--- src/rtl/fif_pkg.sv ---
`timescale 1ns/1ps
package fif_pkg;
  localparam int MODE_W       = 4;
  localparam int MAX_DIV_LOG2 = 5;
  localparam int CNT_W        = 4;
  localparam int SYNC_STAGES  = 2;

  typedef struct packed {
    logic             use_dts;
    logic [2:0]       div_log2;
    logic [CNT_W-1:0] n_evt;
  } fif_cfg_t;

  function automatic fif_cfg_t fif_decode(input logic [MODE_W-1:0] m);
    fif_cfg_t c;
    case (m)
      4'd0:    c = '{1'b0, 3'd0, 4'd1};
      4'd1:    c = '{1'b0, 3'd0, 4'd2};
      4'd2:    c = '{1'b0, 3'd0, 4'd4};
      4'd3:    c = '{1'b0, 3'd0, 4'd8};
      4'd4:    c = '{1'b1, 3'd1, 4'd6};
      4'd5:    c = '{1'b1, 3'd1, 4'd8};
      4'd6:    c = '{1'b1, 3'd2, 4'd6};
      4'd7:    c = '{1'b1, 3'd2, 4'd8};
      4'd8:    c = '{1'b1, 3'd3, 4'd6};
      4'd9:    c = '{1'b1, 3'd3, 4'd8};
      4'd10:   c = '{1'b1, 3'd4, 4'd5};
      4'd11:   c = '{1'b1, 3'd4, 4'd6};
      4'd12:   c = '{1'b1, 3'd4, 4'd8};
      4'd13:   c = '{1'b1, 3'd5, 4'd5};
      4'd14:   c = '{1'b1, 3'd5, 4'd6};
      default: c = '{1'b1, 3'd5, 4'd8};
    endcase
    return c;
  endfunction
endpackage

--- src/rtl/fif_sync.sv ---
`timescale 1ns/1ps
module fif_sync #(
  parameter int STAGES = 2
) (
  input  logic clk_i,
  input  logic rst_ni,
  input  logic d_i,
  output logic q_o
);
  logic [STAGES-1:0] ff_q;

  always_ff @(posedge clk_i or negedge rst_ni) begin
    if (!rst_ni) ff_q <= '0;
    else         ff_q <= {ff_q[STAGES-2:0], d_i};
  end

  assign q_o = ff_q[STAGES-1];
endmodule

--- src/rtl/fif_prescaler.sv ---
`timescale 1ns/1ps
module fif_prescaler #(
  parameter int MAX_LOG2 = 5
) (
  input  logic       clk_i,
  input  logic       rst_ni,
  input  logic       use_dts_i,
  input  logic [2:0] div_log2_i,
  input  logic       tick_i,
  output logic       sample_en_o
);
  localparam int W = MAX_LOG2;

  logic [W-1:0] cnt_q;
  logic [W:0]   lim_w;
  logic [W-1:0] lim;
  logic         wrap;

  assign lim_w = ((W+1)'(1) << div_log2_i) - (W+1)'(1);
  assign lim   = lim_w[W-1:0];
  // >= so a mode switch to a smaller divisor cannot strand the counter
  assign wrap  = (cnt_q >= lim);

  always_ff @(posedge clk_i or negedge rst_ni) begin
    if (!rst_ni)        cnt_q <= '0;
    else if (!use_dts_i) cnt_q <= '0;
    else if (tick_i)    cnt_q <= wrap ? '0 : cnt_q + W'(1);
  end

  assign sample_en_o = use_dts_i ? (tick_i && wrap) : 1'b1;
endmodule

--- src/rtl/fif_evt_cnt.sv ---
`timescale 1ns/1ps
module fif_evt_cnt #(
  parameter int CNT_W = 4
) (
  input  logic             clk_i,
  input  logic             rst_ni,
  input  logic             bypass_i,
  input  logic             sample_en_i,
  input  logic             d_i,
  input  logic [CNT_W-1:0] n_evt_i,
  output logic             q_o,
  output logic [CNT_W-1:0] cnt_o
);
  logic             lvl_q;
  logic [CNT_W-1:0] cnt_q;
  logic [CNT_W-1:0] cnt_nxt;

  assign cnt_nxt = cnt_q + CNT_W'(1);

  always_ff @(posedge clk_i or negedge rst_ni) begin
    if (!rst_ni) begin
      lvl_q <= 1'b0;
      cnt_q <= '0;
    end else if (bypass_i) begin
      // track synced input so leaving bypass starts from the current level
      lvl_q <= d_i;
      cnt_q <= '0;
    end else if (sample_en_i) begin
      if (d_i == lvl_q) begin
        cnt_q <= '0;
      end else if (cnt_nxt >= n_evt_i) begin
        lvl_q <= d_i;
        cnt_q <= '0;
      end else begin
        cnt_q <= cnt_nxt;
      end
    end
  end

  assign q_o   = lvl_q;
  assign cnt_o = cnt_q;
endmodule

--- src/rtl/fault_input_filter.sv ---
`timescale 1ns/1ps
module fault_input_filter
  import fif_pkg::*;
(
  input  logic              clk_i,
  input  logic              rst_ni,
  input  logic              raw_i,
  input  logic [MODE_W-1:0] mode_i,
  input  logic              dts_tick_i,
  output logic              filt_o
);
  fif_cfg_t         cfg;
  logic             bypass;
  logic             sync_q;
  logic             sample_en;
  logic             filt_q;
  logic [CNT_W-1:0] evt_cnt;

  assign cfg    = fif_decode(mode_i);
  assign bypass = (mode_i == '0);

  fif_sync #(.STAGES(SYNC_STAGES)) u_sync (
    .clk_i  (clk_i),
    .rst_ni (rst_ni),
    .d_i    (raw_i),
    .q_o    (sync_q)
  );

  fif_prescaler #(.MAX_LOG2(MAX_DIV_LOG2)) u_pre (
    .clk_i       (clk_i),
    .rst_ni      (rst_ni),
    .use_dts_i   (cfg.use_dts),
    .div_log2_i  (cfg.div_log2),
    .tick_i      (dts_tick_i),
    .sample_en_o (sample_en)
  );

  fif_evt_cnt #(.CNT_W(CNT_W)) u_evt (
    .clk_i       (clk_i),
    .rst_ni      (rst_ni),
    .bypass_i    (bypass),
    .sample_en_i (sample_en),
    .d_i         (sync_q),
    .n_evt_i     (cfg.n_evt),
    .q_o         (filt_q),
    .cnt_o       (evt_cnt)
  );

  assign filt_o = bypass ? raw_i : filt_q;
endmodule

--- config.mk ---
export PLATFORM = sky130hd
export DESIGN_NAME = fault_input_filter
export DESIGN_NICKNAME = d
export VERILOG_FILES = /design/src/rtl/fif_pkg.sv /design/src/rtl/fif_sync.sv /design/src/rtl/fif_prescaler.sv /design/src/rtl/fif_evt_cnt.sv /design/src/rtl/fault_input_filter.sv
export SDC_FILE = /design/constraint.sdc
export NUM_CORES = 1
export LEC_CHECK = 0
export BUFFER_PORTS_ARGS = -buffer_cell sky130_fd_sc_hd__buf_4
export CELL_PAD_IN_SITES_DETAIL_PLACEMENT = 1
export CELL_PAD_IN_SITES_GLOBAL_PLACEMENT = 2
export CORE_MARGIN = 2
export CORE_UTILIZATION = 23
export CTS_CLUSTER_SIZE = 28
export DETAILED_ROUTE_END_ITERATION = 6
export PLACE_DENSITY = 0.51
export SLEW_MARGIN = 10
export SYNTH_ARGS = -nofsm -noshare
export SYNTH_HDL_FRONTEND = slang
export SYNTH_HIERARCHICAL = 1
export SYNTH_SLANG_ARGS = --single-unit
export TNS_END_PERCENT = 1
--- constraint.sdc ---
create_clock -name clk_i -period 2.9 [get_ports clk_i]
set_input_delay 0.58 -clock clk_i [delete_from_list [all_inputs] [get_ports clk_i]]
set_output_delay 0.58 -clock clk_i [all_outputs]
set_load 0.02 [all_outputs]
==> impl_metrics.toml <==
[outcome]
status = "completed"

[die]
core_area_um2 = 4790
die_h_um = 74.8
die_area_um2 = 5600
rows = 25
io_pins = 9
starting_utilization_of_the_core_area_pct = 24.1
floorplan.die.width_um = 74.8

[setup_path]
critical_path.cell_chain = "buf_6 > inv_6 > ha_4 > mux2i_1 > a22o_1 > or3_1 > ha_1 > nand2b_4 > a2111oi_4 > nor4b_4 > nor2_2 > nor2_2 > o21ai_2 > mux2_4"
cell_class_contributing_the_biggest_share_of_worst_path_delay = "simple AND/OR/NAND/NOR gates"
start_kind = "input port"
reg2reg_setup_slack_ns = 0.75
worst-r2r-cell-count = 9
critical-path-max-stage-delay_ns = 0.37
cpMaxStageDelayCell = "sky130_fd_sc_hd__or3_1"
crit_path_end = "u_evt/q_o"
sum_of_buffers_and_inverters_on_the_critical_path = 2
crit_required_ns = 3.02
arrival_ns = 3.00
critical_path.endpoint_type = "register"
launch_point_of_the_critical_path = "mode_i[0]"
crit_top_cell = "sky130_fd_sc_hd__nor2_2"
cp.depth = 14
criticalPathCategory = "in -> reg"
worstReg2RegEnd = "u_evt/q_o"
critPathMaxFanout = 3
r2r-start = "u_pre/cnt_q[0]"

[synthesis]
synth.net_count = 136
synth-edff-count = 0
syn-mean-instance-area_um2 = 10.4
asyncSetResetFlopFracSynth_pct = 100
syn_inst = 111
synth_adder_area_share_pct = 18.4
synth-xor-area-share_pct = 2.28
synth_ff_type = "sky130_fd_sc_hd__dfrtp_1"
synth_cell_area_um2 = 1150
synthMuxAreaShare_pct = 9.87
synth_sequential_area_ratio_pct = 26.0
synth_top_family_by_area = "simple AND/OR/NAND/NOR gates"
yosys_warnings = 6
area_share_of_and_or_nand_nor_cells_after_synthesis_pct = 19.8
synth_cell_type_count = 41
synth_compound_area_share_pct = 17.7
synth.ff_latch_count = 12

[place]
port-buffer-count = 8
post_dp_cell_area_um2 = 1430
dp.final_hpwl_um = 2200
final_weighted_congestion_of_routability_driven_global_placement = 0.745

[routing]
antenna_left = 0
drt_total_wl_um = 2690
detailedRoute.firstPassIterationCount = 2
wire_per_inst_um = 12.8
via_per_inst = 4.44
drt_drc_violations_left = 0
num_vias = 929
drt-initial-drc-count = 69

[layout]
antenna_cells = 0
num-fill-cells = 546
multi_input_area_um2 = 822
layout.area.seq_um2 = 300
post_route_cells_drive_above_1_share_pct = 39.4
synthToLayoutAreaGrowth_pct = 33.7
num-nets-final = 168
layout.cell_area.non_filler_um2 = 1540

[global_route]
global_route_total_usage_across_every_layer_pct = 11.2
overflow = 0
initial_antenna_violation_count = 0
grt_start_max_net_pins = 13
grt_pass1_vias = 1035
grt_first_pass_wirelength_um = 4890

[clock_tree]
number_of_sinks_handled_by_clock_tree_synthesis = 12
cts_made_buffers = 3
insertion_delay_ns = 0.24
tritoncts = "done"
cts-root-to-sink-buffers = 2
path_clk_slew_ns = 0.06
root_buffer = "sky130_fd_sc_hd__clkbuf_8"
holdBufCountCts = 0
cts_max_level = 1

[timing]
skew_ns = 0.00139
relSlewSlack_pct = 72.1
final.hold.worst_slack_ns = 0.170
finalWorstPathRequiredPeriod_ns = 2.87
worst-slew-pin-transition_ns = 0.418
maxClockFrequency_mhz = 348
rsz0062_at_grt = "yes"
layout_worst_path_cycle_share_pct = 99.0
timing.final.setup_violations = 0
timing_max_transition_violations_final = 0
hold_violations = 0

[power_and_ir_drop]
vdd_ir_drop_max_v = 0.000131
leakagePower_nw = 0.776
power.density_nw_per_um2 = 586

[min_path]
min-delay-path-class = "in -> async"

[flow_run]
max_cap_viol_count = 0
## worst min path at each step
stage / endpoint / startpoint
3_5_place_dp: u_sync/ff_q[1] / u_sync/ff_q[0]
2_1_floorplan: u_evt/cnt_o[0] / rst_ni
5_1_grt: u_pre/cnt_q[3] / rst_ni
6_report: u_pre/cnt_q[4] / rst_ni
4_1_cts: u_pre/cnt_q[4] / rst_ni
3_3_place_gp: u_sync/ff_q[1] / u_sync/ff_q[0]
## per-layer routing
metal | global-route usage (%) | part of all wire [%] | up-vias
met2 | 19.8 | 51 | 8
met5 | 0 | 0 | -
met3 | 0.402 | 1.8 | 2
met4 | 4.17 | 1.2 | 0
li1 | - | - | 470
met1 | 14.5 | 46 | 449
## where the power goes
| part | switching [mW] | leakage (nW) | internal [mW] |
|---|---|---|---|
| Sequential | 0.0456 | 0.157 | 0.206 |
| Combinational | 0.217 | 0.590 | 0.250 |
| Clock | 0.0649 | 0.0288 | 0.120 |
| Total | 0.328 | 0.776 | 0.576 |
## cells by family (layout without fill, tap and decap cells)
kind of cell / Yosys count / in the layout
xor gates and xnor gates: 3 / 3
buffers and inverters: 14 / 45
DFF: 12 / 12
muxes: 7 / 7
and+or+nand+nor: 33 / 33
adders and majority gates: 17 / 17
AOI/OAI and AO/OA: 25 / 25
## area by class of cell
type	count	share of cell area (%)
clock buffers	4	3.57
flip-flops and latches	12	19.5
inverters	11	3.16
well taps	67	5.43
repair buffers	30	15.1
multi-input cells	85	53.3
## synthesized netlist by cell type (all sizes together) (2+ instances only)
library cell	n	area, um^2
a21o	5	37.5
a22o	2	18.8
and3	2	12.5
buf	2	22.5
dfrtp	12	300
ha	17	213
inv	11	41.3
mux2	2	22.5
mux2i	2	20.0
mux4	3	71.3
nand2	4	15.0
nand2b	5	38.8
nand3	2	10.0
nor2	6	22.5
nor2b	3	18.8
nor3	2	10.0
nor3b	2	31.3
nor4	3	18.8
nor4b	2	38.8
o211ai	2	20.0
o21ai	7	35.0
o31ai	3	22.5
xor2	2	17.5
## stage by stage
stage               cells  TNS [ns]  setup slack (ns)  util [%]  total power [mW]
floorplan             111    -0.301            -0.150         -             0.538
global placement      201     -1.37            -0.324      30.0             0.683
detailed placement    201     -1.59            -0.357      30.0             0.692
CTS                   209         0           0.00343      32.1             0.906
global route          209    -0.450            -0.113      32.2             0.974
finish                209         0            0.0280      32.2             0.904
## state kept, by name (all words and copies together) (netlist names)
name	count
u_pre/cnt_q	5
u_evt/cnt_o	4
u_sync/ff_q	2
u_evt/q_o	1
## timing repair
action / in CTS / in global routing
endpoints found under the hold margin: 0 / 0
setup endpoints to repair: 2 / 9
pin swaps: 8 / 1
buffers inserted: 4 / 0
resized for setup: 5 / 2
## placed cells by master, fill, tap and decap left out, types with 2 or more instances in the layout
cell | Yosys | routed
sky130_fd_sc_hd__ha_1 | 17 | 16
sky130_fd_sc_hd__dfrtp_1 | 12 | 12
sky130_fd_sc_hd__nor2b_1 | 3 | 3
sky130_fd_sc_hd__nor3_1 | 2 | 2
sky130_fd_sc_hd__o21ai_1 | 1 | 2
sky130_fd_sc_hd__nand2_1 | 4 | 4
sky130_fd_sc_hd__xor2_1 | 2 | 2
sky130_fd_sc_hd__inv_1 | 11 | 9
sky130_fd_sc_hd__o21ai_0 | 6 | 4
sky130_fd_sc_hd__and3_1 | 2 | 2
sky130_fd_sc_hd__buf_6 | 2 | 2
sky130_fd_sc_hd__mux2i_1 | 2 | 2
sky130_fd_sc_hd__nor2_2 | 0 | 4
sky130_fd_sc_hd__nand3_1 | 2 | 2
sky130_fd_sc_hd__buf_4 | 0 | 28
sky130_fd_sc_hd__nor2_1 | 6 | 2
sky130_fd_sc_hd__mux4_2 | 2 | 2
sky130_fd_sc_hd__nand2b_1 | 4 | 4
sky130_fd_sc_hd__nor4_1 | 3 | 3
sky130_fd_sc_hd__o31ai_1 | 3 | 3
sky130_fd_sc_hd__a21o_1 | 5 | 5
sky130_fd_sc_hd__clkbuf_8 | 0 | 4
(Power assumes the default switching activity.)
